==> src/rtl/pbc_pkg.sv <==
// Shared types for the pattern-driven bus controller.
// Assumes a fixed 6-line general-purpose field in every pattern word.
package pbc_pkg;
    localparam int GPL_W = 6;

    // One pattern word; bit positions are part of the programming model.
    typedef struct packed {
        logic             fin;   // last word of pattern
        logic             rep;   // execute this word twice
        logic [1:0]       src;   // address source select
        logic             inc;   // increment column address
        logic             smp;   // capture read data
        logic             dly;   // mid-cycle capture request
        logic [GPL_W-1:0] gpl;   // general-purpose line values
    } pword_t;

    localparam int WORD_W = $bits(pword_t);

    typedef enum logic [1:0] {SQ_IDLE, SQ_ADDR, SQ_EXEC} sq_state_t;
endpackage

==> src/rtl/pbc_pattern_mem.sv <==
// Pattern store: register array with one write port and two
// combinational read ports (current word and following word).
// Assumes writes happen only while the sequencer is idle.
module pbc_pattern_mem import pbc_pkg::*; #(
    parameter int DEPTH = 16,
    parameter int AW    = 4
) (
    input  logic          clk,
    input  logic          rst_n,
    input  logic          wr_en_i,
    input  logic [AW-1:0] wr_addr_i,
    input  pword_t        wr_word_i,
    input  logic [AW-1:0] rd_a_addr_i,
    input  logic [AW-1:0] rd_b_addr_i,
    output pword_t        rd_a_word_o,
    output pword_t        rd_b_word_o
);
    pword_t mem_q [DEPTH];

    for (genvar g = 0; g < DEPTH; g++) begin : g_entry
        // Update one entry on a matching write, clear on reset.
        always_ff @(posedge clk) begin
            if (!rst_n)
                mem_q[g] <= '0;
            else if (wr_en_i && (wr_addr_i == AW'(g)))
                mem_q[g] <= wr_word_i;
        end
    end

    // Read both ports without a register stage.
    always_comb begin
        rd_a_word_o = mem_q[rd_a_addr_i];
        rd_b_word_o = mem_q[rd_b_addr_i];
    end
endmodule

==> src/rtl/pbc_addr_sel.sv <==
// Address source multiplexer: column address, row address (shifted
// transaction address), or the memory-address register.
// Assumes ROW_BASE + 3 < ADDR_W.
module pbc_addr_sel #(
    parameter int ADDR_W   = 24,
    parameter int ROW_BASE = 8
) (
    input  logic [1:0]        src_i,
    input  logic [ADDR_W-1:0] col_addr_i,
    input  logic [ADDR_W-1:0] txn_addr_i,
    input  logic [1:0]        row_mode_i,
    input  logic [ADDR_W-1:0] mar_i,
    output logic [ADDR_W-1:0] sel_addr_o
);
    localparam int NROW = 4;
    logic [ADDR_W-1:0] row_cand [NROW];

    for (genvar g = 0; g < NROW; g++) begin : g_row
        assign row_cand[g] = txn_addr_i >> (ROW_BASE + g);
    end

    // Pick the source named by the word's select field.
    always_comb begin
        unique case (src_i)
            2'b00:   sel_addr_o = col_addr_i;
            2'b01:   sel_addr_o = row_cand[row_mode_i];
            default: sel_addr_o = mar_i;
        endcase
    end
endmodule

==> src/rtl/pbc_sequencer.sv <==
// Pattern sequencer: accepts a request while idle, runs address phases
// on source changes, executes words, handles repeat and illegal words.
// Assumes ale_len_i is at least 1 and stable during a transaction.
module pbc_sequencer import pbc_pkg::*; #(
    parameter int ADDR_W = 24,
    parameter int AW     = 4
) (
    input  logic              clk,
    input  logic              rst_n,
    input  logic              req_i,
    input  logic              req_rd_i,
    input  logic [ADDR_W-1:0] req_addr_i,
    input  logic [AW-1:0]     req_start_i,
    input  logic              w_fin_i,
    input  logic              w_rep_i,
    input  logic              w_inc_i,
    input  logic [1:0]        w_src_i,
    input  logic [1:0]        nxt_src_i,
    input  logic [2:0]        ale_len_i,
    output logic [AW-1:0]     pc_o,
    output logic [AW-1:0]     nxt_pc_o,
    output logic [ADDR_W-1:0] col_addr_o,
    output logic [ADDR_W-1:0] txn_addr_o,
    output logic              rd_txn_o,
    output logic              busy_o,
    output logic              ale_o,
    output logic              exec_o,
    output logic              illegal_o
);
    sq_state_t         st_q;
    logic [AW-1:0]     pc_q;
    logic [ADDR_W-1:0] col_q, txn_q;
    logic              rd_q, rep_done_q;
    logic [2:0]        cnt_q;
    logic              bad_word;

    assign bad_word = w_fin_i && w_rep_i;

    // Advance the pattern state machine once per bus cycle.
    always_ff @(posedge clk) begin
        if (!rst_n) begin
            st_q       <= SQ_IDLE;
            pc_q       <= '0;
            col_q      <= '0;
            txn_q      <= '0;
            rd_q       <= 1'b0;
            rep_done_q <= 1'b0;
            cnt_q      <= '0;
        end else begin
            unique case (st_q)
                SQ_IDLE: begin
                    if (req_i) begin
                        txn_q      <= req_addr_i;
                        col_q      <= req_addr_i;
                        rd_q       <= req_rd_i;
                        pc_q       <= req_start_i;
                        rep_done_q <= 1'b0;
                        cnt_q      <= '0;
                        st_q       <= SQ_ADDR;
                    end
                end
                SQ_ADDR: begin
                    if (cnt_q == ale_len_i - 3'd1)
                        st_q <= SQ_EXEC;
                    else
                        cnt_q <= cnt_q + 3'd1;
                end
                default: begin
                    if (bad_word) begin
                        st_q <= SQ_IDLE;
                    end else begin
                        if (w_inc_i)
                            col_q <= col_q + ADDR_W'(1);
                        if (w_rep_i && !rep_done_q) begin
                            rep_done_q <= 1'b1;
                        end else begin
                            rep_done_q <= 1'b0;
                            if (w_fin_i) begin
                                st_q <= SQ_IDLE;
                            end else begin
                                pc_q <= pc_q + AW'(1);
                                if (nxt_src_i != w_src_i) begin
                                    cnt_q <= '0;
                                    st_q  <= SQ_ADDR;
                                end
                            end
                        end
                    end
                end
            endcase
        end
    end

    // Decode state into control outputs.
    always_comb begin
        pc_o       = pc_q;
        nxt_pc_o   = pc_q + AW'(1);
        col_addr_o = col_q;
        txn_addr_o = txn_q;
        rd_txn_o   = rd_q;
        busy_o     = (st_q != SQ_IDLE);
        ale_o      = (st_q == SQ_ADDR);
        exec_o     = (st_q == SQ_EXEC) && !bad_word;
        illegal_o  = (st_q == SQ_EXEC) && bad_word;
    end


    illegal_stop_chk: assert property (@(posedge clk) disable iff (!rst_n)
        illegal_o |=> !busy_o);

    ale_then_exec_chk: assert property (@(posedge clk) disable iff (!rst_n)
        ($fell(ale_o) && busy_o) |-> (st_q == SQ_EXEC));

    repeat_hold_chk: assert property (@(posedge clk) disable iff (!rst_n)
        (exec_o && w_rep_i && !rep_done_q) |=> (exec_o && $stable(pc_q)));

    busy_req_ignore_chk: assert property (@(posedge clk) disable iff (!rst_n)
        (busy_o && req_i) |=> $stable(txn_q));
endmodule

==> src/rtl/pbc_sample.sv <==
// Read data capture: rising-edge capture at end of cycle, or a
// falling-edge holding register moved to the rising edge afterwards.
// Assumes cap_en_i and fall_sel_i are stable from rising edge to rising edge.
module pbc_sample #(
    parameter int DATA_W = 16
) (
    input  logic              clk,
    input  logic              rst_n,
    input  logic              busy_i,
    input  logic              cap_en_i,
    input  logic              fall_sel_i,
    input  logic [DATA_W-1:0] rd_data_i,
    output logic [DATA_W-1:0] rdata_o,
    output logic              rvalid_o
);
    logic [DATA_W-1:0] mid_q;

    // Mid-cycle capture on the falling edge.
    always_ff @(negedge clk) begin
        if (!rst_n)
            mid_q <= '0;
        else if (cap_en_i && fall_sel_i)
            mid_q <= rd_data_i;
    end

    // Present captured data on the rising edge with a valid pulse.
    always_ff @(posedge clk) begin
        if (!rst_n) begin
            rdata_o  <= '0;
            rvalid_o <= 1'b0;
        end else begin
            rvalid_o <= cap_en_i;
            if (cap_en_i)
                rdata_o <= fall_sel_i ? mid_q : rd_data_i;
        end
    end


    valid_after_busy_chk: assert property (@(posedge clk) disable iff (!rst_n)
        rvalid_o |-> $past(busy_i));
endmodule

==> src/rtl/pat_bus_ctrl.sv <==
// Top of the pattern-driven bus controller: pattern store, sequencer,
// address source select and read-data capture.
// Assumes pattern writes only while idle and configuration held per transaction.
module pat_bus_ctrl import pbc_pkg::*; #(
    parameter int ADDR_W    = 24,
    parameter int DATA_W    = 16,
    parameter int PAT_DEPTH = 16,
    parameter int ROW_BASE  = 8,
    localparam int PAT_AW   = $clog2(PAT_DEPTH)
) (
    input  logic              clk,
    input  logic              rst_n,
    input  logic              pw_en_i,
    input  logic [PAT_AW-1:0] pw_addr_i,
    input  logic [WORD_W-1:0] pw_data_i,
    input  logic              req_i,
    input  logic              req_rd_i,
    input  logic [ADDR_W-1:0] req_addr_i,
    input  logic [PAT_AW-1:0] req_start_i,
    input  logic [ADDR_W-1:0] mar_i,
    input  logic [1:0]        row_mode_i,
    input  logic              dly_mode_i,
    input  logic [1:0]        ale_opt_i,
    input  logic              ale_ratio_i,
    input  logic [DATA_W-1:0] rd_data_i,
    output logic              busy_o,
    output logic              ale_o,
    output logic [ADDR_W-1:0] lad_o,
    output logic [2:0]        la_low_o,
    output logic [GPL_W-1:0]  gpl_o,
    output logic [DATA_W-1:0] rdata_o,
    output logic              rvalid_o,
    output logic              illegal_o
);
    pword_t            cur_w, nxt_w;
    logic [PAT_AW-1:0] pc, nxt_pc;
    logic [ADDR_W-1:0] col_addr, txn_addr, sel_addr;
    logic              rd_txn, busy, ale, exec;
    logic [2:0]        ale_len;

    assign ale_len = 3'(ale_opt_i) + 3'(ale_ratio_i) + 3'd1;

    pbc_pattern_mem #(.DEPTH(PAT_DEPTH), .AW(PAT_AW)) mem_i (
        .clk(clk), .rst_n(rst_n),
        .wr_en_i(pw_en_i), .wr_addr_i(pw_addr_i), .wr_word_i(pword_t'(pw_data_i)),
        .rd_a_addr_i(pc), .rd_b_addr_i(nxt_pc),
        .rd_a_word_o(cur_w), .rd_b_word_o(nxt_w)
    );

    pbc_sequencer #(.ADDR_W(ADDR_W), .AW(PAT_AW)) seq_i (
        .clk(clk), .rst_n(rst_n),
        .req_i(req_i), .req_rd_i(req_rd_i), .req_addr_i(req_addr_i),
        .req_start_i(req_start_i),
        .w_fin_i(cur_w.fin), .w_rep_i(cur_w.rep), .w_inc_i(cur_w.inc),
        .w_src_i(cur_w.src), .nxt_src_i(nxt_w.src), .ale_len_i(ale_len),
        .pc_o(pc), .nxt_pc_o(nxt_pc), .col_addr_o(col_addr), .txn_addr_o(txn_addr),
        .rd_txn_o(rd_txn), .busy_o(busy), .ale_o(ale), .exec_o(exec),
        .illegal_o(illegal_o)
    );

    pbc_addr_sel #(.ADDR_W(ADDR_W), .ROW_BASE(ROW_BASE)) asel_i (
        .src_i(cur_w.src), .col_addr_i(col_addr), .txn_addr_i(txn_addr),
        .row_mode_i(row_mode_i), .mar_i(mar_i), .sel_addr_o(sel_addr)
    );

    pbc_sample #(.DATA_W(DATA_W)) smp_i (
        .clk(clk), .rst_n(rst_n), .busy_i(busy),
        .cap_en_i(exec && rd_txn && cur_w.smp),
        .fall_sel_i(dly_mode_i && cur_w.dly),
        .rd_data_i(rd_data_i), .rdata_o(rdata_o), .rvalid_o(rvalid_o)
    );

    // Drive bus outputs from the sequencer phase and selected address.
    always_comb begin
        busy_o   = busy;
        ale_o    = ale;
        lad_o    = ale ? sel_addr : '0;
        la_low_o = busy ? sel_addr[2:0] : 3'd0;
        gpl_o    = busy ? cur_w.gpl : '0;
    end


    ale_in_busy_chk: assert property (@(posedge clk) disable iff (!rst_n)
        ale_o |-> busy_o);

    illegal_no_data_chk: assert property (@(posedge clk) disable iff (!rst_n)
        illegal_o |=> !rvalid_o);
endmodule

==> config.mk <==
export PLATFORM = sky130hd
export DESIGN_NAME = pat_bus_ctrl
export DESIGN_NICKNAME = d
export VERILOG_FILES = /design/src/rtl/pbc_pkg.sv /design/src/rtl/pbc_pattern_mem.sv /design/src/rtl/pbc_addr_sel.sv /design/src/rtl/pbc_sequencer.sv /design/src/rtl/pbc_sample.sv /design/src/rtl/pat_bus_ctrl.sv
export SDC_FILE = /design/constraint.sdc
export NUM_CORES = 1
export LEC_CHECK = 0
export BUFFER_PORTS_ARGS = -buffer_cell sky130_fd_sc_hd__buf_2
export CORE_ASPECT_RATIO = 0.75
export CORE_MARGIN = 8
export CORE_UTILIZATION = 45
export CTS_BUF_LIST = sky130_fd_sc_hd__clkbuf_8
export CTS_CLUSTER_SIZE = 30
export DETAILED_ROUTE_END_ITERATION = 10
export PLACE_DENSITY = 0.65
export SETUP_SLACK_MARGIN = 0.1
export SYNTH_ARGS = -nofsm -noshare
export SYNTH_HDL_FRONTEND = slang
export SYNTH_HIERARCHICAL = 1
export SYNTH_SLANG_ARGS = --single-unit
==> constraint.sdc <==
create_clock -name clk -period 4 [get_ports clk]
set_input_delay 0.2 -clock clk [delete_from_list [all_inputs] [get_ports clk]]
set_output_delay 0.2 -clock clk [all_outputs]
set_load 0.03 [all_outputs]
==> results of run 1 <==
## sequential cells by signal, summed over array words and instances (netlist names)
name              count
seq_i/cnt_q           3
seq_i/st_q            2
seq_i/pc_o            4
seq_i/txn_addr_o     16
smp_i/mid_q          16
seq_i/rep_done_q      1
seq_i/col_addr_o     24
smp_i/rdata_o        16
seq_i/rd_txn_o        1
mem_i/mem_q         208
smp_i/rvalid_o        1
## metal layers
metal | global-route usage (%) | vias up
met1 | 30.4 | 5532
met3 | 4.50 | 52
li1 | - | 5121
met4 | 5.30 | 0
met2 | 32.1 | 522
met5 | 0 | -
## path summary, 6_finish.rpt
path	startpoint	slack, ns	to	depth (start not counted)
worst min register to register	seq_i/rd_txn_o$_SDFFE_PN0P_	0.46	seq_i/rd_txn_o$_SDFFE_PN0P_	2
worst max-delay path	seq_i/pc_o[0]$_SDFFE_PN0P_	-0.51	smp_i/mid_q[13]$_SDFFE_NN0P_	12
worst min-delay path	req_start_i[3]	0.05	seq_i/pc_o[3]$_SDFFE_PN0P_	3
worst max register to register	seq_i/pc_o[0]$_SDFFE_PN0P_	-0.51	smp_i/mid_q[13]$_SDFFE_NN0P_	12
## stage by stage
| step | util [%] | hold WS (ns) |
|---|---|---|
| 2_1_floorplan | - | 0.336 |
| 3_3_place_gp | 49.6 | 0.445 |
| 3_5_place_dp | 49.6 | 0.450 |
| 4_1_cts | 55.3 | 0.00927 |
| 5_1_grt | 56.4 | 0.0291 |
| 6_report | 56.4 | 0.0464 |
## worst max-delay path: stages (launching register included)
cell and delay, ns:
dfxtp_4 0.39, buf_6 0.12, buf_12 0.09, mux4_2 0.49
a22oi_2 0.20, nand2_2 0.10, a21bo_4 0.23, nor2_2 0.07
and3_4 0.26, buf_6 0.15, clkbuf_16 0.14, nand3_1 0.06
a21oi_1 0.12
## final cells by class
cell class                 instances  area, um^2
fill                            2642       14100
sequential                       292        7930
multi-input combinational        839        6590
timing repair buffer             283        2130
clock buffer                      53         729
tap                              442         553
clock inverter                    54         314
inverter                          14        52.6
antenna                            1        2.50
## layout by cell type, fill, tap and decap left out, drive strengths merged, types with 7 or more instances in the layout
| cell type | n |
|---|---|
| a22oi | 34 |
| nand4 | 8 |
| nor2 | 54 |
| clkbuf | 55 |
| a31oi | 7 |
| a21oi | 67 |
| mux2i | 34 |
| edfxtp | 208 |
| nor3 | 8 |
| nand2 | 89 |
| a221o | 14 |
| mux4 | 60 |
| buf | 238 |
| a22o | 8 |
| dlygate4sd3 | 42 |
| and3 | 9 |
| nand3 | 31 |
| dfxtp | 84 |
| a21bo | 17 |
| o22ai | 24 |
| o21ai | 49 |
| and2 | 247 |
| clkinv | 11 |
| inv | 50 |
## report_power, final
group | total [mW] | internal [mW] | switching (mW)
registers | 3.58 | 3.44 | 0.139
logic | 2.20 | 0.983 | 1.22
clock network | 2.74 | 1.47 | 1.27
## repair_timing
action                     4_1_cts  5_1_grt
hold endpoints to repair        50        0
hold buffers                    42        0
gates resized for setup         26       63
buffers inserted                25        8
cloned                           3        5
pin swaps                        8       22
setup endpoints to repair       33       65
==> summary.md, run 1 <==
| Metric | Value |
|---|---|
| Pwr Total | `8.51 mW` |
| Final setup vio count | `44` |
| Final TNS setup | `-13.50 ns` |
| Setup WS post-layout | `-0.507 ns` |
| Die Span X | `226 um` |
| I/O Buffers | `~150` |
| Cell Pwr Density | `465 nW/um^2` |
| Initial DRT Pass Iterations | `7` |
| Rel. slew slack | `15.8%` |
| Wire per inst | `21.9 um` |
| Critical path capture point type | `flip-flop` |
| Maximum number of pins on one net before global-route repair | `54` |
| Final Hold Viols | `0` |
| Post-Syn Area | `14800 um^2` |
| Remaining antenna violation count | `0` |
| Post-Layout Cell Count | `1978` |
| Syn. warnings | `6` |
| Design Area, Final | `18300 um^2` |
| P_leak | `7.10 nW` |
| Die Area | `39100 um^2` |
| Failing checks | `negative setup slack` |
| Worst min path class | `in -> reg` |
| Syn_nets | `1358` |
| Share of cells above drive strength 1 | `30.0%` |
| Final worst path period share | `113%` |
| Worst slew pin tran | `1.26 ns` |
| Layout Nets | `1597` |
| Core Footprint | `~32000 um^2` |
| Area post-placement | `between 15000 and 20000 um^2` |
| Drt first-iter violations | `roughly 1200` |
| Fmax | `~220 MHz` |
| Met1 wire length | `19000 um` |
| Gpl congestion | `0.845` |
| Vias in the first global route | `11097` |
| Maximum vdd drop | `262 uV` |
| WL final | `43300 um` |
| Status | `complete, but fails checks` |
| Via Count | `11227` |
| Reg clk slew, reported paths | `about 0.060 ns` |
| Clk_lat worst skew | `0.60 ns` |
| CTS Buf Count | `between 40 and 50` |
| Max-slew violation count | `0` |
| Worst Path Max Fanout | `4` |
| Post-layout minimum cycle time | `about 4.5 ns` |
| Max_cap viols | `0` |
| CP required | `around 2.5 ns` |
| Boundary pin count | `149` |
| Antenna violations before repair | `1` |
| H-tree level count | `2` |
| Via density per instance | `5.68` |
| TritonCTS clock tree | `built` |
| FP Rows | `57` |
| CP Data Arrival Time | `around 3 ns` |
| Placed Instances | `1788` |
| Dpl hpwl | `27500 um` |
| Dpl ws | `-0.559 ns` |
| Drt drc | `0` |
| Metal3 WL | `4080 um` |
| DR WL met2 | `around 20000 um` |
| First-pass GRT wire length | `between 60000 and 70000 um` |
| Die Ht | `173 um` |
| Layout overhead on the synthesized area | `23.3%` |
| RSZ-0062 raised after global routing | `true` |
| Post-Synthesis Cells | `1256` |
| Setup CP Type | `reg -> reg` |
| Clock tree buffer depth | `3` |
| Gr ovfl total | `0` |
| Uppermost layer routed | `met4` |
| Sink Count | `292` |
| Synth Area per Inst | `11.8 um^2` |
| Starting Density | `45.8%` |
| Worst Skew | `about 0.037 ns` |
| GRT Total Usage | `21.1%` |
| Crit start category | `flip-flop` |
| Clock Root Buffer | `clkbuf_8` |
(Power assumes the default switching activity.)
==> inputs of run 2 (changes only) <==
--- a/config.mk
+++ b/config.mk
@@ -7,12 +7,12 @@
 export LEC_CHECK = 0
 export BUFFER_PORTS_ARGS = -buffer_cell sky130_fd_sc_hd__buf_2
 export CORE_ASPECT_RATIO = 0.75
-export CORE_MARGIN = 8
-export CORE_UTILIZATION = 45
+export CORE_MARGIN = 2
+export CORE_UTILIZATION = 55
 export CTS_BUF_LIST = sky130_fd_sc_hd__clkbuf_8
 export CTS_CLUSTER_SIZE = 30
 export DETAILED_ROUTE_END_ITERATION = 10
-export PLACE_DENSITY = 0.65
+export PLACE_DENSITY = 0.75
 export SETUP_SLACK_MARGIN = 0.1
 export SYNTH_ARGS = -nofsm -noshare
 export SYNTH_HDL_FRONTEND = slang
==> summary.md, run 2 (synthesized netlist as in run 1, its figures left out) <==
| Metric | Value |
|---|---|
| Status | `complete, but fails checks` |
| Failing checks | `negative setup slack` |
| Die Area | `28300 um^2` |
| Drt drc | `0` |
| Cell-by-cell trace of the critical path | `buf_12 > mux4_2 > a22oi_2 > nand2_2 > a21bo_4 > nor2_2 > and3_4 > buf_6 > buf_16 > nand3_1 > a21oi_2` |
| CP Data Arrival Time | `2.98 ns` |
| Area post-placement | `16000 um^2` |
| Starting Density | `55.5%` |
| Die Span X | `just under 200 um` |
| Reg clk slew, reported paths | `0.06 ns` |
| I/O Buffers | `148` |
| CP max stage cell | `mux4_2` |
| Max-slew violation count | `0` |
| Clock tree buffer depth | `3` |
| Cell Pwr Density | `461 nW/um^2` |
| Via density per instance | `roughly 6.0` |
| Gr ovfl total | `0` |
| Drt first-iter violations | `between 1000 and 1500` |
| Dpl ws | `-0.524 ns` |
| Vias in the first global route | `10862` |
| Final TNS setup | `-6.90 ns` |
| Gpl congestion | `0.878` |
| Crit start category | `flip-flop` |
| Design Area, Final | `17700 um^2` |
| GRT Total Usage | `28.0%` |
| Leading cell type in the layout, fill and taps excluded | `and2_1` |
| Core Footprint | `26700 um^2` |
| P_leak | `6.90 nW` |
| Antenna violations before repair | `3` |
| Setup CP Type | `reg -> reg` |
| Worst R2R Path Depth | `11` |
| Most flops, register | `mem_i/mem_q` |
| Layout Nets | `between 1500 and 2000` |
| Clock Root Buffer | `clkbuf_8` |
| Largest register FFs | `roughly 210` |
| Max_cap viols | `0` |
| Pwr Total | `between 8 and 9 mW` |
| WL final | `39700 um` |
| Worst min path class | `in -> reg` |
| Layout overhead on the synthesized area | `19.2%` |
| Worst slew pin tran | `1.16 ns` |
| RSZ-0062 raised after global routing | `true` |
| Hold path depth | `5` |
| Worst Skew | `0.0348 ns` |
| FF+latch area | `around 8000 um^2` |
| Multi-input logic area | `6380 um^2` |
| Worst Path Max Fanout | `11` |
| Critical path capture point type | `flip-flop` |
| Die Ht | `146 um` |
| Final Hold Viols | `0` |
| Rel. slew slack | `22.5%` |
| Sink Count | `292` |
| Critical Path Max Stage Delay | `~0.51 ns` |
| Most frequent cells in the layout | `and2_1, edfxtp_1, buf_2` |
| Wire per inst | `21.3 um` |
| Final setup vio count | `16` |
| Via Count | `roughly 11000` |
| CTS Buf Count | `48` |
| Initial DRT Pass Iterations | `6` |
| Maximum vdd drop | `232 uV` |
| Fillcell total | `about 2000` |
| Dpl hpwl | `26400 um` |
| Setup WS post-layout | `-0.477 ns` |
| H-tree level count | `2` |
| CP required | `2.51 ns` |
| Maximum number of pins on one net before global-route repair | `54` |
| FP Rows | `52` |
| Share of cells above drive strength 1 | `27.1%` |
| TritonCTS clock tree | `built` |
| First-pass GRT wire length | `61600 um` |
| Boundary pin count | `about 150` |
| Remaining antenna violation count | `0` |
| Clk_lat worst skew | `0.59 ns` |
==> run 2: routing by layer <==
| layer | global-route usage [%] | part of all wire, % |
|---|---|---|
| met1 | 40.3 | 43 |
| met5 | 0 | 0.033 |
| met3 | 6.56 | 10 |
| met2 | 43.2 | 46 |
| met4 | 7.18 | 1.6 |
==> run 2: worst paths after layout <==
kind	startpoint	endpoint	slack (ns)
worst max-delay path	seq_i/pc_o[0]$_SDFFE_PN0P_	smp_i/mid_q[7]$_SDFFE_NN0P_	-0.48
worst min-delay path	req_start_i[2]	seq_i/pc_o[2]$_SDFFE_PN0P_	0.009
worst max register to register	seq_i/pc_o[0]$_SDFFE_PN0P_	smp_i/mid_q[7]$_SDFFE_NN0P_	-0.48
worst min register to register	seq_i/txn_addr_o[8]$_SDFFE_PN0P_	seq_i/txn_addr_o[8]$_SDFFE_PN0P_	0.46
==> run 2: layout make-up <==
| cell class | count | area share, % |
|---|---|---|
| Inverter | 14 | 0.297 |
| Multi-Input combinational cell | 838 | 36.1 |
| Sequential cell | 292 | 44.8 |
| Tap cell | 351 | 2.48 |
| Timing Repair Buffer | 266 | 10.7 |
| Antenna cell | 2 | 0.0283 |
| Clock buffer | 54 | 4.20 |
| Clock inverter | 50 | 1.40 |
==> run 2: what timing repair did <==
action | CTS | global route
hold buffers | 39 | 0
cloned | 3 | 0
pin swaps | 3 | 6
gates resized for setup | 16 | 15
setup buffers | 10 | 2
hold endpoints to repair | 44 | 0
setup endpoints to repair | 33 | 42
==> run 2: per-stage QoR <==
stage | cells | util [%] | hold slack [ns]
floorplan | 1256 | - | 0.336
finish | 1867 | 66.2 | 0.00939
global route | 1867 | 66.2 | 0.0351
global placement | 1708 | 59.9 | 0.447
CTS | 1863 | 65.9 | 0.000614
detailed placement | 1708 | 59.9 | 0.455
==> run 2: where the power goes <==
| part | switching [mW] | leakage (nW) | internal (mW) |
|---|---|---|---|
| Combinational | 1.12 | 3.59 | 0.852 |
| Sequential | 0.138 | 2.68 | 3.44 |
| Clock | 1.25 | 0.624 | 1.36 |
| Total | 2.51 | 6.90 | 5.65 |
==> run 2: worst max-delay path: cells and delay by family (launching register included) <==
family / cells / cell delay, ns
muxes: 1 / 0.51
and+or+nand+nor: 4 / 0.52
DFF: 1 / 0.41
buffers and inverters: 3 / 0.39
AOI/OAI and AO/OA: 3 / 0.57
